### src/rtl/ebb_pkg.sv
package ebb_pkg;

    typedef enum logic [1:0] {
        SEL_FAC  = 2'd0,
        SEL_STAT = 2'd1,
        SEL_RET  = 2'd2,
        SEL_HDL  = 2'd3
    } ebb_sel_e;

    typedef struct packed {
        logic occ;
        logic mon_en;
        logic glob_en;
    } ebb_stat_t;

    localparam int unsigned STAT_W = $bits(ebb_stat_t);

    function automatic logic gates_open(logic fac, ebb_stat_t s);
        return fac & s.glob_en & s.mon_en;
    endfunction

endpackage

### src/rtl/ebb_regfile.sv
module ebb_regfile
    import ebb_pkg::*;
#(
    parameter int unsigned AW = 32
) (
    input  logic          clk,
    input  logic          rst,
    input  logic          sw_we,
    input  ebb_sel_e      sw_sel,
    input  logic [AW-1:0] sw_wdata,
    input  logic          take,
    input  logic [AW-1:0] cur_pc,
    output logic          fac_q,
    output ebb_stat_t     stat_q,
    output logic [AW-1:0] ret_q,
    output logic [AW-1:0] hdl_q
);

    logic          fac_d;
    ebb_stat_t     stat_d;
    logic [AW-1:0] ret_d;
    logic [AW-1:0] hdl_d;

    always_comb begin
        fac_d  = fac_q;
        stat_d = stat_q;
        ret_d  = ret_q;
        hdl_d  = hdl_q;
        if (sw_we) begin
            case (sw_sel)
                SEL_FAC:  fac_d  = sw_wdata[0];
                SEL_STAT: stat_d = ebb_stat_t'(sw_wdata[STAT_W-1:0]);
                SEL_RET:  ret_d  = sw_wdata;
                SEL_HDL:  hdl_d  = sw_wdata;
                default:  fac_d  = fac_q;
            endcase
        end
        if (take) begin
            stat_d.glob_en = 1'b0;
            stat_d.occ     = 1'b1;
            ret_d          = cur_pc;
        end
    end

    always_ff @(posedge clk) begin
        if (rst) begin
            fac_q  <= 1'b0;
            stat_q <= '0;
            ret_q  <= '0;
            hdl_q  <= '0;
        end else begin
            fac_q  <= fac_d;
            stat_q <= stat_d;
            ret_q  <= ret_d;
            hdl_q  <= hdl_d;
        end
    end

    p_take_status_r7: assert property (@(posedge clk) disable iff (rst)
        take |=> (!stat_q.glob_en && stat_q.occ));

    p_save_return_r6: assert property (@(posedge clk) disable iff (rst)
        take |=> (ret_q == $past(cur_pc)));

    p_keep_monen_r8: assert property (@(posedge clk) disable iff (rst)
        (take && sw_we && sw_sel == SEL_STAT) |=> (stat_q.mon_en == $past(sw_wdata[1])));

    p_hdl_write_r9: assert property (@(posedge clk) disable iff (rst)
        (sw_we && sw_sel == SEL_HDL) |=> (hdl_q == $past(sw_wdata)));

    p_quiet_r4: assert property (@(posedge clk) disable iff (rst)
        (!take && !sw_we) |=> ($stable(stat_q) && $stable(ret_q) && $stable(fac_q)));

endmodule

### src/rtl/ebb_arbiter.sv
module ebb_arbiter
    import ebb_pkg::*;
(
    input  logic      clk,
    input  logic      rst,
    input  logic      alert_raise,
    input  logic      user_mode,
    input  logic      fac_en,
    input  ebb_stat_t stat,
    output logic      pending_q,
    output logic      take
);

    logic service;

    assign service = pending_q & user_mode;
    assign take    = service & gates_open(fac_en, stat);

    always_ff @(posedge clk) begin
        if (rst) pending_q <= 1'b0;
        else     pending_q <= alert_raise | (pending_q & ~service);
    end

    p_hold_r2: assert property (@(posedge clk) disable iff (rst)
        (pending_q && !user_mode) |=> pending_q);

    p_consume_r3: assert property (@(posedge clk) disable iff (rst)
        (pending_q && user_mode && !alert_raise) |=> !pending_q);

    p_raise_wins_r10: assert property (@(posedge clk) disable iff (rst)
        alert_raise |=> pending_q);

endmodule

### src/rtl/ebb_redirect.sv
module ebb_redirect #(
    parameter int unsigned AW = 32
) (
    input  logic          clk,
    input  logic          rst,
    input  logic          take,
    input  logic [AW-1:0] target,
    output logic          vld_q,
    output logic [AW-1:0] pc_q
);

    always_ff @(posedge clk) begin
        if (rst) begin
            vld_q <= 1'b0;
            pc_q  <= '0;
        end else begin
            vld_q <= take;
            if (take) pc_q <= target;
        end
    end

endmodule

### src/rtl/ebb_dispatch.sv
module ebb_dispatch
    import ebb_pkg::*;
#(
    parameter int unsigned AW = 32
) (
    input  logic              clk,
    input  logic              rst,
    input  logic              user_mode,
    input  logic [AW-1:0]     cur_pc,
    input  logic              alert_raise,
    input  logic              sw_we,
    input  logic [1:0]        sw_sel,
    input  logic [AW-1:0]     sw_wdata,
    output logic              alert_pending,
    output logic              redirect_vld,
    output logic [AW-1:0]     redirect_pc,
    output logic              fac_en,
    output logic [STAT_W-1:0] stat_o,
    output logic [AW-1:0]     ret_addr,
    output logic [AW-1:0]     hdl_addr
);

    logic      take;
    ebb_stat_t stat_q;

    ebb_regfile #(.AW(AW)) u_regs (
        .clk      (clk),
        .rst      (rst),
        .sw_we    (sw_we),
        .sw_sel   (ebb_sel_e'(sw_sel)),
        .sw_wdata (sw_wdata),
        .take     (take),
        .cur_pc   (cur_pc),
        .fac_q    (fac_en),
        .stat_q   (stat_q),
        .ret_q    (ret_addr),
        .hdl_q    (hdl_addr)
    );

    ebb_arbiter u_arb (
        .clk         (clk),
        .rst         (rst),
        .alert_raise (alert_raise),
        .user_mode   (user_mode),
        .fac_en      (fac_en),
        .stat        (stat_q),
        .pending_q   (alert_pending),
        .take        (take)
    );

    ebb_redirect #(.AW(AW)) u_redir (
        .clk    (clk),
        .rst    (rst),
        .take   (take),
        .target (hdl_addr),
        .vld_q  (redirect_vld),
        .pc_q   (redirect_pc)
    );

    assign stat_o = stat_q;

    p_gated_r4: assert property (@(posedge clk) disable iff (rst)
        redirect_vld |-> ($past(user_mode) && $past(fac_en) && $past(stat_o[0]) && $past(stat_o[1])));

    p_pulse_r5: assert property (@(posedge clk) disable iff (rst)
        redirect_vld |=> !redirect_vld);

    p_target_r5: assert property (@(posedge clk) disable iff (rst)
        redirect_vld |-> (redirect_pc == $past(hdl_addr)));

endmodule

### config.mk
export PLATFORM = sky130hd
export DESIGN_NAME = ebb_dispatch
export DESIGN_NICKNAME = d
export VERILOG_FILES = /design/src/rtl/ebb_pkg.sv /design/src/rtl/ebb_regfile.sv /design/src/rtl/ebb_arbiter.sv /design/src/rtl/ebb_redirect.sv /design/src/rtl/ebb_dispatch.sv
export SDC_FILE = /design/constraint.sdc
export NUM_CORES = 1
export LEC_CHECK = 0
export ABC_CLOCK_PERIOD_IN_PS = 1050
export BUFFER_PORTS_ARGS = -buffer_cell sky130_fd_sc_hd__buf_2
export CAP_MARGIN = 0
export CORE_ASPECT_RATIO = 0.6
export CORE_MARGIN = 4
export CORE_UTILIZATION = 43
export DETAILED_ROUTE_END_ITERATION = 10
export GPL_ROUTABILITY_DRIVEN = 1
export PLACE_DENSITY_LB_ADDON = 0.3
export SYNTH_ARGS = -nofsm -noshare
export SYNTH_HDL_FRONTEND = slang
export SYNTH_SLANG_ARGS = --single-unit
### constraint.sdc
create_clock -name clk -period 1.05 [get_ports clk]
set_input_delay 0.1575 -clock clk [delete_from_list [all_inputs] [get_ports clk]]
set_output_delay 0.1575 -clock clk [all_outputs]
set_load 0.03 [all_outputs]
==> flow_summary.ini <==
[pwr]
internal-power_w = 0.00663
leakage_nw = 2.72
pwr_density_cell_nw_per_um2 = 1370
clock_power_share_pct = 42.2
combPwrFrac_pct = 11.7
switching_share_pct = 24.4
irDropWorstVdd_mv = 0.869
power_switching_w = 0.00214
seq_power_share_pct = 46.1

[synthesis]
synth_area_per_cell_um2 = 8.86
post_synthesis_instance_area_um2 = 4040
synthFlopType = sky130_fd_sc_hd__dfxtp_1
syn-num-nets = 527
synthTopCellsByArea = sky130_fd_sc_hd__dfxtp_1, sky130_fd_sc_hd__mux2i_1, sky130_fd_sc_hd__a21oi_1
asyncSetResetFlopFracSynth_pct = 0
yosysWarnings = 0
synth_common_cells = sky130_fd_sc_hd__dfxtp_1, sky130_fd_sc_hd__a21oi_1, sky130_fd_sc_hd__nand2_1
seq_area_frac_synth_pct = 50.5
synth_seq_cells = 102
netlist.area_leader.share_pct = 50.5
netlist_instances = 456
synth_cell_type_count = 23
synth_most_common_cell = sky130_fd_sc_hd__dfxtp_1
post-synth-top-area-cell = sky130_fd_sc_hd__dfxtp_1
synth-edff-count = 0

[setup_path]
critPathTopFamily = flip-flops
timing.critical_path.buf_inv = 1
crit_required_ns = 1.32
timing.setup.critical_path_class = reg2reg
crit_chain = and4_4 -> nand2_4 -> buf_12 -> a211oi_2
cp_slowest_stage_delay_ns = 0.37
cp_data_arrival_time_ns = 1.46
crit-reg2reg-launch = u_arb.pending_q$_SDFF_PP0_
regToRegEndpoint = u_regs.ret_q[11]$_SDFFE_PP0P_
crit_path_end_kind = flip-flop
crit_path_start_kind = flip-flop
path_max_fanout = 21
reg2reg_path_depth = 4
crit_slowest_cell = sky130_fd_sc_hd__dfxtp_4
rrSetupSlack_ns = -0.15

[route]
avgViaCountPerCell = 5.42
totalWireLength_um = 14200
antenna_violating_nets_post_route = 0
initial_drt_markers = 209
route.vias.total = 4143
firstDrtPassIters = 4
post-route-drc-count = 0
wire_per_inst_um = 18.5

[global_routing]
grt_max_degree = 35
wire_length_of_the_first_global_routing_pass_um = 21600
globalRoute.totalOverflow = 0
antenna_found_initial = 0
number_of_global_route_vias_before_repair = 4054
grtUsageTotal_pct = 24.3

[placed_design]
globalplace.congestion = 0.825
io_buffer_count = 172
hpwl_um = 9170

[sta]
fin_crit_sh_pct = 114
fin_crit_ns = 1.20
timing.fmax_mhz = 836
finalSetupViolCount = 70
slew_headroom_pct = 80.7
timing_worst_slew_pin_value_ns = 0.281
rsz_0062_raised_after_global_routing = yes
holdWs_ns = 0.0472
finalHoldViolations = 0
report.final.slew_viol_count = 0
skew_ns = 0.00850
fin_tns_setup_ns = -6.57
setup_ws_ns = -0.146

[floorplan]
effective_utilization_at_floorplan_pct = 44.1
fp.dieH_um = 83.1
x_dimension_of_the_die_um = 133
die-area_um2 = 11100
floorplan.io_pins = 173
floorplan.rows = 27
design.core.area_um2 = 9160

[run]
drv_cap = 0

[min_path]
worstHoldEndpoint = u_regs.hdl_q[4]$_SDFFE_PP0P_
hold_path_startpoint = sw_wdata[4]
hold_path_class = in2reg
whs_path_depth = 3

[clock_tree]
cts_tree = yes
hold_buffers = 0
cts_buffer_count = 9
worstSkewPairLatency_ns = 0.35
htree_levels = 3
cts.root.buffer_cell = sky130_fd_sc_hd__clkbuf_16
clk_pin_slew_worst_paths_ns = 0.07
cts.path.max_buffers = 2
tritoncts_num_sinks = 102

[layout]
layout-drive-gt1-share_pct = 51.3
area.growth.synth_to_final_pct = 58.2
fillCellCount = 706
antenna-diode-count = 0
finish.net_count = 700

[status]
status = finished, violations left
violated_checks = setup timing
==> layout make-up <==
cell class	instances	area [um2]	area share, %
flip-flops and latches	102	2110	33.0
multi-input cells	307	2010	31.4
repair buffers	207	1780	27.8
clock buffers	11	253	3.95
well taps	130	163	2.54
clock inverters	5	81.3	1.27
inverters	2	7.51	0.117
==> metrics by stage <==
step                power [W]  setup WS [ns]  utilization [%]  instance area [um2]  cells
floorplan             0.00457         -0.125                -                 4090    456
global placement      0.00494         -0.140             56.9                 5200    742
detailed placement    0.00495         -0.236             56.9                 5200    742
CTS                   0.00871         -0.114             65.7                 6010    760
global route          0.00901         -0.209             69.8                 6390    764
finish                0.00876         -0.146             69.8                 6390    764
==> how the worst max path moves through the flow <==
stage	startpoint	endpoint	slack (ns)	cells after the start
2_1_floorplan	u_arb.pending_q$_SDFF_PP0_	u_regs.ret_q[23]$_SDFFE_PP0P_	-0.13	5
5_1_grt	u_regs.stat_q[0]$_SDFFE_PP0P_	u_regs.ret_q[4]$_SDFFE_PP0P_	-0.21	4
4_1_cts	u_regs.stat_q[1]$_SDFFE_PP0P_	u_regs.ret_q[12]$_SDFFE_PP0P_	-0.11	4
3_3_place_gp	u_arb.pending_q$_SDFF_PP0_	u_redir.pc_q[17]$_SDFFE_PP0P_	-0.14	4
3_5_place_dp	sw_sel[0]	u_regs.ret_q[12]$_SDFFE_PP0P_	-0.24	5
6_report	u_arb.pending_q$_SDFF_PP0_	u_regs.ret_q[11]$_SDFFE_PP0P_	-0.15	4
==> tightest hold or removal path, stage by stage <==
cell and delay [ns]:
sky130_fd_sc_hd__buf_2 0.10, sky130_fd_sc_hd__nand2_1 0.05, sky130_fd_sc_hd__a21oi_1 0.05
==> kinds of logic (layout without fill, tap and decap cells) <==
group,count (synthesis),count (layout),synth area share [%]
buffers and inverters,47,225,6.25
DFF,102,102,50.5
and+or+nand+nor,140,140,15.9
AOI/OAI and AO/OA,131,131,18.4
muxes,36,36,8.92
==> layer usage <==
layer,vias to the layer above,GRT usage [%],part of all wire [%]
met1,2006,30.5,43
met2,166,40.1,48
met4,0,6.26,0.87
li1,1957,-,-
met3,14,8.60,8.5
met5,-,0,0
==> flip-flops by register name (all words and copies together), names as in the netlist <==
name and flops:
u_regs.stat_q 3, u_regs.ret_q 32, u_regs.fac_q 1, u_regs.hdl_q 32, u_arb.pending_q 1, u_redir.pc_q 32
u_redir.vld_q 1
==> cell usage in the layout, fill, tap and decap left out, drive strengths merged <==
cell and n:
bufinv 2, nor2 4, and4 1, dfxtp 102, buf 199, and3 1
nand2 65, nand3b 2, nand3 33, clkinvlp 1, clkinv 2, a211oi 33
a21oi 66, mux2i 36, clkbuf 19, nand4 1, inv 2, nor3b 1
nor3 32, o21ai 32
==> power by group through the flow <==
| stage | clock network, W | registers, W | logic [W] |
|---|---|---|---|
| after floorplan | 0 | 0.00427 | 0.000296 |
| after global placement | 0 | 0.00410 | 0.000841 |
| after detailed placement | 0 | 0.00410 | 0.000851 |
| after CTS | 0.00374 | 0.00402 | 0.000948 |
| after global routing | 0.00388 | 0.00405 | 0.00108 |
| final | 0.00370 | 0.00404 | 0.00102 |
==> what timing repair did <==
action | in CTS | in global routing
buffers inserted | 2 | 4
pin swaps | 1 | 1
setup endpoints to repair | 133 | 145
resized for setup | 147 | 150
Note: power is estimated with default switching activity, not from simulation.
